### src/rtl/clkoe_pkg.sv
package clkoe_pkg;
  // positions of the shared side-band wires inside the dedicated pin vector
  localparam int DataPinIdx = 0;
  localparam int ClkPinIdx  = 1;
  localparam int LoadPinIdx = 5;

  typedef struct packed {
    logic sbMode;    // side-band path selected (synchronised)
    logic shiftStb;  // shift one bit this cycle
    logic loadStb;   // commit shift register this cycle
    logic sbBit;     // serial data bit
    logic outHiZ;    // force all channels to tri-state
  } oeStrobeT;

  typedef enum logic [1:0] {
    STRAP_LOW  = 2'b00,
    STRAP_MID  = 2'b01,
    STRAP_HIGH = 2'b10
  } strapLvlT;

  function automatic logic [3:0] strapDigit(input logic [1:0] lvl);
    case (lvl)
      STRAP_LOW:  strapDigit = 4'd0;
      STRAP_HIGH: strapDigit = 4'd2;
      default:    strapDigit = 4'd1;
    endcase
  endfunction
endpackage

### src/rtl/clkoe_sync.sv
module clkoe_sync #(
  parameter int Width  = 1,
  parameter int Stages = 2
) (
  input  logic             clk,
  input  logic             rstN,
  input  logic [Width-1:0] asyncIn,
  output logic [Width-1:0] syncOut
);
  logic [Width-1:0] chain [Stages];

  always_ff @(posedge clk or negedge rstN) begin
    if (!rstN) begin
      for (int s = 0; s < Stages; s++) chain[s] <= '0;
    end else begin
      chain[0] <= asyncIn;
      for (int s = 1; s < Stages; s++) chain[s] <= chain[s-1];
    end
  end

  assign syncOut = chain[Stages-1];
endmodule

### src/rtl/clkoe_ctl.sv
module clkoe_ctl
  import clkoe_pkg::*;
#(
  parameter int NumPins    = 8,
  parameter int SyncStages = 2
) (
  input  logic               clk,
  input  logic               rstN,
  input  logic               pwrGood,
  input  logic               sbSel,
  input  logic [NumPins-1:0] pinOeN,
  input  logic [1:0]         strapLo,
  input  logic [1:0]         strapHi,
  output oeStrobeT           stb,
  output logic [NumPins-1:0] pinSync,
  output logic               started,
  output logic [3:0]         addrCode
);
  localparam int SyncW = NumPins + 2;

  logic [SyncW-1:0] rawIn, syncd;
  logic pgS, selS, clkS, loadS;
  logic clkPrev, loadPrev, pgPrev;
  logic pgRise;

  assign rawIn = {pwrGood, sbSel, pinOeN};

  clkoe_sync #(.Width(SyncW), .Stages(SyncStages)) inSync (
    .clk(clk), .rstN(rstN), .asyncIn(rawIn), .syncOut(syncd)
  );

  assign pinSync = syncd[NumPins-1:0];
  assign selS    = syncd[NumPins];
  assign pgS     = syncd[NumPins+1];
  assign clkS    = pinSync[ClkPinIdx];
  assign loadS   = pinSync[LoadPinIdx];

  always_ff @(posedge clk or negedge rstN) begin
    if (!rstN) begin
      clkPrev  <= 1'b0;
      loadPrev <= 1'b0;
      pgPrev   <= 1'b0;
    end else begin
      clkPrev  <= clkS;
      loadPrev <= loadS;
      pgPrev   <= pgS;
    end
  end

  assign pgRise = pgS & ~pgPrev;

  always_ff @(posedge clk or negedge rstN) begin
    if (!rstN) begin
      started  <= 1'b0;
      addrCode <= '0;
    end else if (pgRise && !started) begin
      started  <= 1'b1;
      addrCode <= 4'd3 * strapDigit(strapHi) + strapDigit(strapLo);
    end
  end

  // shifting needs load high now; a falling load means it is low now
  always_comb begin
    stb.sbMode   = selS;
    stb.shiftStb = selS & loadS & clkS & ~clkPrev;
    stb.loadStb  = selS & ~loadS & loadPrev;
    stb.sbBit    = pinSync[DataPinIdx];
    stb.outHiZ   = ~started | ~pgS;
  end


  started_sticky_chk: assert property (@(posedge clk) disable iff (!rstN)
    started |=> started);


  addr_hold_chk: assert property (@(posedge clk) disable iff (!rstN)
    (started && $past(started)) |-> $stable(addrCode));


  strobe_excl_chk: assert property (@(posedge clk) disable iff (!rstN)
    !(stb.shiftStb && stb.loadStb));
endmodule

### src/rtl/clkoe_dp.sv
module clkoe_dp
  import clkoe_pkg::*;
#(
  parameter int NumCh   = 20,
  parameter int PinBase = 5,
  parameter int NumPins = 8
) (
  input  logic               clk,
  input  logic               rstN,
  input  oeStrobeT           stb,
  input  logic [NumPins-1:0] pinSync,
  input  logic               regWr,
  input  logic [NumCh-1:0]   regWrData,
  output logic [NumCh-1:0]   chanEn,
  output logic [NumCh-1:0]   chanHiZ
);
  logic [NumCh-1:0] regBits, shiftReg, sbOut, pinOk, pathEn;

  always_ff @(posedge clk or negedge rstN) begin
    if (!rstN) regBits <= '1;
    else if (regWr) regBits <= regWrData;
  end

  always_ff @(posedge clk or negedge rstN) begin
    if (!rstN) begin
      shiftReg <= '0;
      sbOut    <= '0;
    end else begin
      if (stb.shiftStb) shiftReg <= {shiftReg[NumCh-2:0], stb.sbBit};
      if (stb.loadStb)  sbOut    <= shiftReg;
    end
  end

  for (genvar ch = 0; ch < NumCh; ch++) begin : g_pin
    if (ch >= PinBase && ch < PinBase + NumPins) begin : g_has
      assign pinOk[ch] = ~pinSync[ch-PinBase];
    end else begin : g_none
      assign pinOk[ch] = 1'b1;
    end
  end

  assign pathEn  = stb.sbMode ? sbOut : (regBits & pinOk);
  assign chanHiZ = {NumCh{stb.outHiZ}};
  assign chanEn  = stb.outHiZ ? '0 : pathEn;


  shift_step_chk: assert property (@(posedge clk) disable iff (!rstN)
    stb.shiftStb |=> shiftReg == {$past(shiftReg[NumCh-2:0]), $past(stb.sbBit)});


  load_copy_chk: assert property (@(posedge clk) disable iff (!rstN)
    stb.loadStb |=> sbOut == $past(shiftReg));


  hiz_quiet_chk: assert property (@(posedge clk) disable iff (!rstN)
    (|chanHiZ) |-> (chanEn == '0));
endmodule

### src/rtl/clkoe_ctrl.sv
module clkoe_ctrl
  import clkoe_pkg::*;
#(
  parameter int NumCh      = 20,
  parameter int PinBase    = 5,
  parameter int NumPins    = 8,
  parameter int SyncStages = 2
) (
  input  logic               clk,
  input  logic               rstN,
  input  logic               pwrGood,
  input  logic               sbSel,
  input  logic [NumPins-1:0] pinOeN,
  input  logic [1:0]         strapLo,
  input  logic [1:0]         strapHi,
  input  logic               regWr,
  input  logic [NumCh-1:0]   regWrData,
  output logic [NumCh-1:0]   chanEn,
  output logic [NumCh-1:0]   chanHiZ,
  output logic               started,
  output logic [3:0]         addrCode
);
  oeStrobeT           stb;
  logic [NumPins-1:0] pinSync;

  clkoe_ctl #(.NumPins(NumPins), .SyncStages(SyncStages)) ctl (
    .clk(clk), .rstN(rstN), .pwrGood(pwrGood), .sbSel(sbSel),
    .pinOeN(pinOeN), .strapLo(strapLo), .strapHi(strapHi),
    .stb(stb), .pinSync(pinSync), .started(started), .addrCode(addrCode)
  );

  clkoe_dp #(.NumCh(NumCh), .PinBase(PinBase), .NumPins(NumPins)) dp (
    .clk(clk), .rstN(rstN), .stb(stb), .pinSync(pinSync),
    .regWr(regWr), .regWrData(regWrData),
    .chanEn(chanEn), .chanHiZ(chanHiZ)
  );
endmodule

### config.mk
export PLATFORM = sky130hd
export DESIGN_NAME = clkoe_ctrl
export DESIGN_NICKNAME = d
export VERILOG_FILES = /design/src/rtl/clkoe_pkg.sv /design/src/rtl/clkoe_sync.sv /design/src/rtl/clkoe_ctl.sv /design/src/rtl/clkoe_dp.sv /design/src/rtl/clkoe_ctrl.sv
export SDC_FILE = /design/constraint.sdc
export NUM_CORES = 1
export LEC_CHECK = 0
export ABC_AREA = 1
export BUFFER_PORTS_ARGS = -buffer_cell sky130_fd_sc_hd__buf_4
export CAP_MARGIN = 15
export CORE_MARGIN = 2
export CORE_UTILIZATION = 45
export CTS_CLUSTER_SIZE = 16
export DETAILED_ROUTE_END_ITERATION = 8
export PLACE_DENSITY = 0.68
export REMOVE_ABC_BUFFERS = 1
export SLEW_MARGIN = 20
export SYNTH_ARGS = -nofsm -noshare
export SYNTH_HDL_FRONTEND = slang
export SYNTH_SLANG_ARGS = --single-unit
### constraint.sdc
create_clock -name clk -period 2.33 [get_ports clk]
set_input_delay 0.233 -clock clk [delete_from_list [all_inputs] [get_ports clk]]
set_output_delay 0.233 -clock clk [all_outputs]
set_load 0.01 [all_outputs]
Yosys cells after proc, flatten, opt, wreduce, memory -nomap -nowiden
Cells that the tools add are included.

operators by class
  add/sub/neg operators = 1
  $mul = 1
  equal/unequal tests = 2
  muxes and demuxes = 6
  bitwise gates (word level) = 20
  reduce and logical (&&, ||, !) cells = 4

operators by type and width
  kind                                             number
  2-to-1 mux 20 bit                                2
  bitwise AND 20 bit                               1
  NOT 1 bit                                        12
  2-to-1 mux 4 bit                                 2
  case mux 2 bit (2 select lines)                  2
  bitwise AND 1 bit                                6
  adder 4 bit                                      1
  equality test 2 bit, second input constant       2
  logical NOT 2 bit                                2
  multiplier 2 x 4 -> 4 bit, first input constant  1
  logical AND 1 bit                                1
  logical NOT 1 bit                                1
  OR 1 bit                                         1

word-level totals
  register bits = 88
  input port bits = 37
  output and inout port bits = 45

Longest topological paths before layout
  word-level depth = 6
  mapped depth = 7
  mapped depth without buffers = 7

Modules after synthesis
A second synthesis with hierarchy kept.

unflattened totals
  cell total of the unflattened synthesis = 412
  area total of the unflattened synthesis = 3818.7 µm²

modules (own cells, without submodules)
  module      instances  cells each  area each (µm²)  sequential area each (µm²)
  clkoe_dp    1          340         2849.0           1526.5
  clkoe_sync  1          30          575.6            500.5
  clkoe_ctl   1          42          394.1            200.2

Least setup slack after synthesis
Ideal clock, no wire load.

  path kind = input port to flip-flop
  start = input port strapHi[0]
  end = register ctl.addrCode[2]
  setup time = 0.066 ns
  arrival time = 1.599 ns
  slack = 0.665 ns
  cell stages on the path = 6
  buffers on the path = 0
  cells stage by stage = or2_2 -> ha_1 -> ha_1 -> fa_1 -> nand4_1 -> nand2_1

on the way
  longest elaborated chain between the ends = 5
  elaborated cells between the ends (all ways) = 6

ends and longest elaborated chain
  item                                                             line              text
  from (decl)                                                      clkoe_ctrl.sv:15  input logic [1:0] strapHi,
  equality test 2 bit / logical NOT 2 bit (equally long branches)  clkoe_pkg.sv:22   case (lvl)
  case mux 2 bit (2 select lines) *                                clkoe_pkg.sv:22
  2-to-1 mux 4 bit *                                               clkoe_ctl.sv:56   end else if (pgRise && !started) begin
  multiplier 2 x 4 -> 4 bit *                                      clkoe_ctl.sv:58   addrCode <= 4'd3 * strapDigit(strapHi) + strapDigit(strapLo);
  adder 4 bit *                                                    clkoe_ctl.sv:58
  to (signal assigned)                                             clkoe_ctl.sv:58
  to (decl)                                                        clkoe_ctl.sv:17   output logic [3:0] addrCode

Every way passes the cells marked *; elsewhere a longest branch is shown, timed or not. The select of a mux whose other input is x is not followed.
A chain may end at the register's enable or synchronous reset.

Worst setup path in the final report
  start = register ctl.inSync.chain, in the netlist ctl.inSync.syncOut[8]
  end = output port chanEn[5]

on the way
  longest elaborated chain between the ends = 2

ends and longest elaborated chain
  item               line              text
  from (decl)        clkoe_sync.sv:10  logic [Width-1:0] chain [Stages];
  2-to-1 mux 20 bit  clkoe_dp.sv:42    assign pathEn = stb.sbMode ? sbOut : (regBits & pinOk);
  2-to-1 mux 20 bit  clkoe_dp.sv:44    assign chanEn = stb.outHiZ ? '0 : pathEn;
  to (decl)          clkoe_ctrl.sv:18  output logic [NumCh-1:0] chanEn,

No other way between the ends.

==> impl_metrics.yaml <==
outcome:
  run_status: "finished, final reports clean"
timing:
  slew_headroom_pct: 57.46
  tightestPinTransition_ns: 0.6375
  setup_viol: 0
  hold_viol: 0
  slew_violations: 0
  clock_skew_ns: 0.007635
  max_clock_freq_mhz: 486.9
  final.period_utilization_pct: 88.15
  fin_crit_ns: 2.054
  setup_slack_ns: 0.2762
  rsz0062_at_grt: "no"
detailed_routing:
  routed-via-count: 2673
  drt_iter0_markers: 115
  wl_per_cell_um: 11.46
  post-route-drc-count: 0
  drt-total-wl_mm: 6.740
  ant_nets: 0
  firstDrtPassIters: 4
  vias_per_cell: 4.546
cts:
  clk_path_buf_depth: 2
  h-tree-depth: 3
  root_buffer: "clkbuf_8"
  post-cts-setup-buffer-count: 0
  tritoncts: "yes"
  path_clk_slew_ns: 0.09
  holdBufCountCts: 11
  cts_sinks: 88
  postCtsResizedCells: 0
  clk_latency_ns: 0.35
  numCtsBuffers: 9
global_routing:
  antenna_found_initial: 0
  grt_pass1_vias: 2511
  grt_max_degree: 49
  gr-total-overflow: 0
  grt_first_pass_wirelength_mm: 11.48
  grt_util_all_layers_pct: 16.52
worst_hold_path:
  whs_path_depth: 3
  hold_path_class: "in2reg"
synth:
  syn_inst: 411
  yosysMostFrequentCell: "nand2_1"
  synth_area_leader_cell: "dfrtp_1"
  ys.flop_type: "dfrtp_1"
  synth_area_leaders: "dfrtp_1 46%, dfstp_2 14%, nand2_1 12%, inv_1 4.9%, buf_4 4.1%"
  yosys_warnings: 0
  async_flop_share_pct: 100.0
  yosysTopAreaCellShare_pct: 46.10
  yosysUniqueCellTypes: 18
  synth_edf_count: 0
  synth_seq_cells: 88
  synthTopCellsByCount: "116 x nand2_1, 68 x dfrtp_1, 48 x inv_1, 28 x o21ai_0, 23 x nor2_1"
  syn_avg_cell_area_um2: 8.981
  ys_seq_area_share_pct: 60.34
  syn_area_mm2: 0.003691
die:
  std_cell_rows: 33
  dieArea_mm2: 0.008943
  chipWidth_um: 94.57
  ios: 82
  core_area_mm2: 0.008093
  die_y_um: 94.57
  start_util_pct: 45.61
setup_path:
  arrival_ns: 1.82
  critPathBufInv: 3
  crit_cells: 5
  start_kind: "flip-flop"
  slowest_delay_ns: 0.48
  cp_top_family: "buffers and inverters"
  reg2regPathDepth: 6
  path_cells: "buf_4 -> inv_1 -> o21ai_0 -> nor2_1 -> buf_4"
  slowest_stage: "inv_1"
  crit_path_end_kind: "primary output"
  criticalPathCategory: "reg2out"
  path_common_cell: "buf_4"
  cp_max_fo: 20
  required_ns: 2.10
pwr:
  leakage_nw: 2.264
  irDropWorstVdd_v: 0.0002375
  finalPower_mw: 3.142
  power_density_mw_per_mm2: 693.3
finish:
  layout.nets: 519
  diodes: 0
  layout-drive-gt1-share_pct: 25.88
  layout.cells.non_filler: 588
  area_growth_syn_to_layout_pct: 22.78
run:
  cap_violations: 0
placed_design:
  numPortBuffers: 81
  dp_slack_ns: 0.4694
  placedCellCount: 561
  gp_congestion: 0.7465
  place_hpwl_mm: 4.591
[logic make-up (layout without fill, tap and decap cells)]
kind of cell	after synthesis	after routing	share of synthesized area, %
AND/OR/NAND/NOR	166	166	17.97
AO/OA/AOI/OAI	62	62	8.407
flip-flops	88	88	60.34
adder cells (fa/ha/maj)	4	4	1.559
buffers and inverters	91	163	11.73
[tightest hold or removal path, cell delays in order]
cell and delay, ns:
buf_4 0.07, nand2_1 0.04, o21ai_0 0.06
[state kept, by name (all words and copies together), names as in the netlist]
register            count
ctl.addrCode            4
ctl.clkPrev             1
ctl.inSync.chain       10
ctl.inSync.syncOut     10
ctl.loadPrev            1
ctl.pgPrev              1
ctl.started             1
dp.regBits             20
dp.sbOut               20
dp.shiftReg            20
[power by group]
group / leakage, nW / internal, mW / switching, mW / total (mW)
logic: 1.08 / 0.218 / 0.250 / 0.468
registers: 1.09 / 1.66 / 0.0595 / 1.72
clock network: 0.0951 / 0.442 / 0.509 / 0.951
[area by class of cell]
| type | instances | area, um^2 |
|---|---|---|
| clock inverters | 5 | 31.28 |
| well taps | 105 | 131.4 |
| clock buffers | 11 | 151.4 |
| flip-flops and latches | 88 | 2227 |
| fillers | 771 | 3561 |
| multi-input cells | 232 | 1031 |
| inverters | 49 | 183.9 |
| repair buffers | 98 | 775.7 |
[cell usage in the layout (no fill, tap or decap)]
cell type      netlist  final
buf_4               20     86
nand4_1              4      4
a21oi_1             14     14
buf_12               0      1
clkinv_2             0      3
or2_2                1      1
o21ai_0             28     28
dfstp_2             20     20
clkbuf_8             0     11
o21ai_1             20     20
dfrtp_1             68     68
clkinvlp_4           0      1
dlygate4sd3_1        0     11
clkinv_4             0      1
ha_1                 3      3
nand2_1            116    116
inv_2                1      1
inv_1               48     48
nor2_1              23     23
fa_1                 1      1
nand3_1             22     22
[metrics by stage]
| stage | setup TNS [ns] | cell area (um^2) | hold slack (ns) | util, % |
|---|---|---|---|---|
| finish | 0 | 4532 | 0.08621 | 56.00 |
| global route | 0 | 4532 | 0.08306 | 56.00 |
| CTS | 0 | 4532 | 0.07229 | 56.00 |
| detailed placement | 0 | 4239 | 0.2887 | 52.38 |
| global placement | 0 | 4239 | 0.2854 | 52.38 |
| floorplan | -5.464 | 3442 | -0.06259 | - |
[worst paths after layout]
check                                       from                    end  slack (ns)
max                        ctl.inSync.syncOut[8]              chanEn[5]        0.28
min                                regWrData[19]         dp.regBits[19]        0.09
max reg2reg                ctl.inSync.syncOut[8]         dp.shiftReg[0]        0.63
min reg2reg                 ctl.inSync.chain[15]  ctl.inSync.syncOut[5]        0.35
max in group asynchronous                   rstN          dp.regBits[0]        1.21
min in group asynchronous                   rstN   ctl.inSync.chain[18]        0.44
[metal layers]
metal  routed length, um  track usage (%)  part of all wire (%)  vias to the layer above
met4                 146            8.333                   2.2                        0
met3                 225            3.192                   3.3                       12
met5                   0                0                     0                        -
met1                3128            21.10                    46                     1229
li1                    -                -                     -                     1390
met2                3240            26.96                    48                       42
Note: power is estimated with default switching activity, not from simulation.
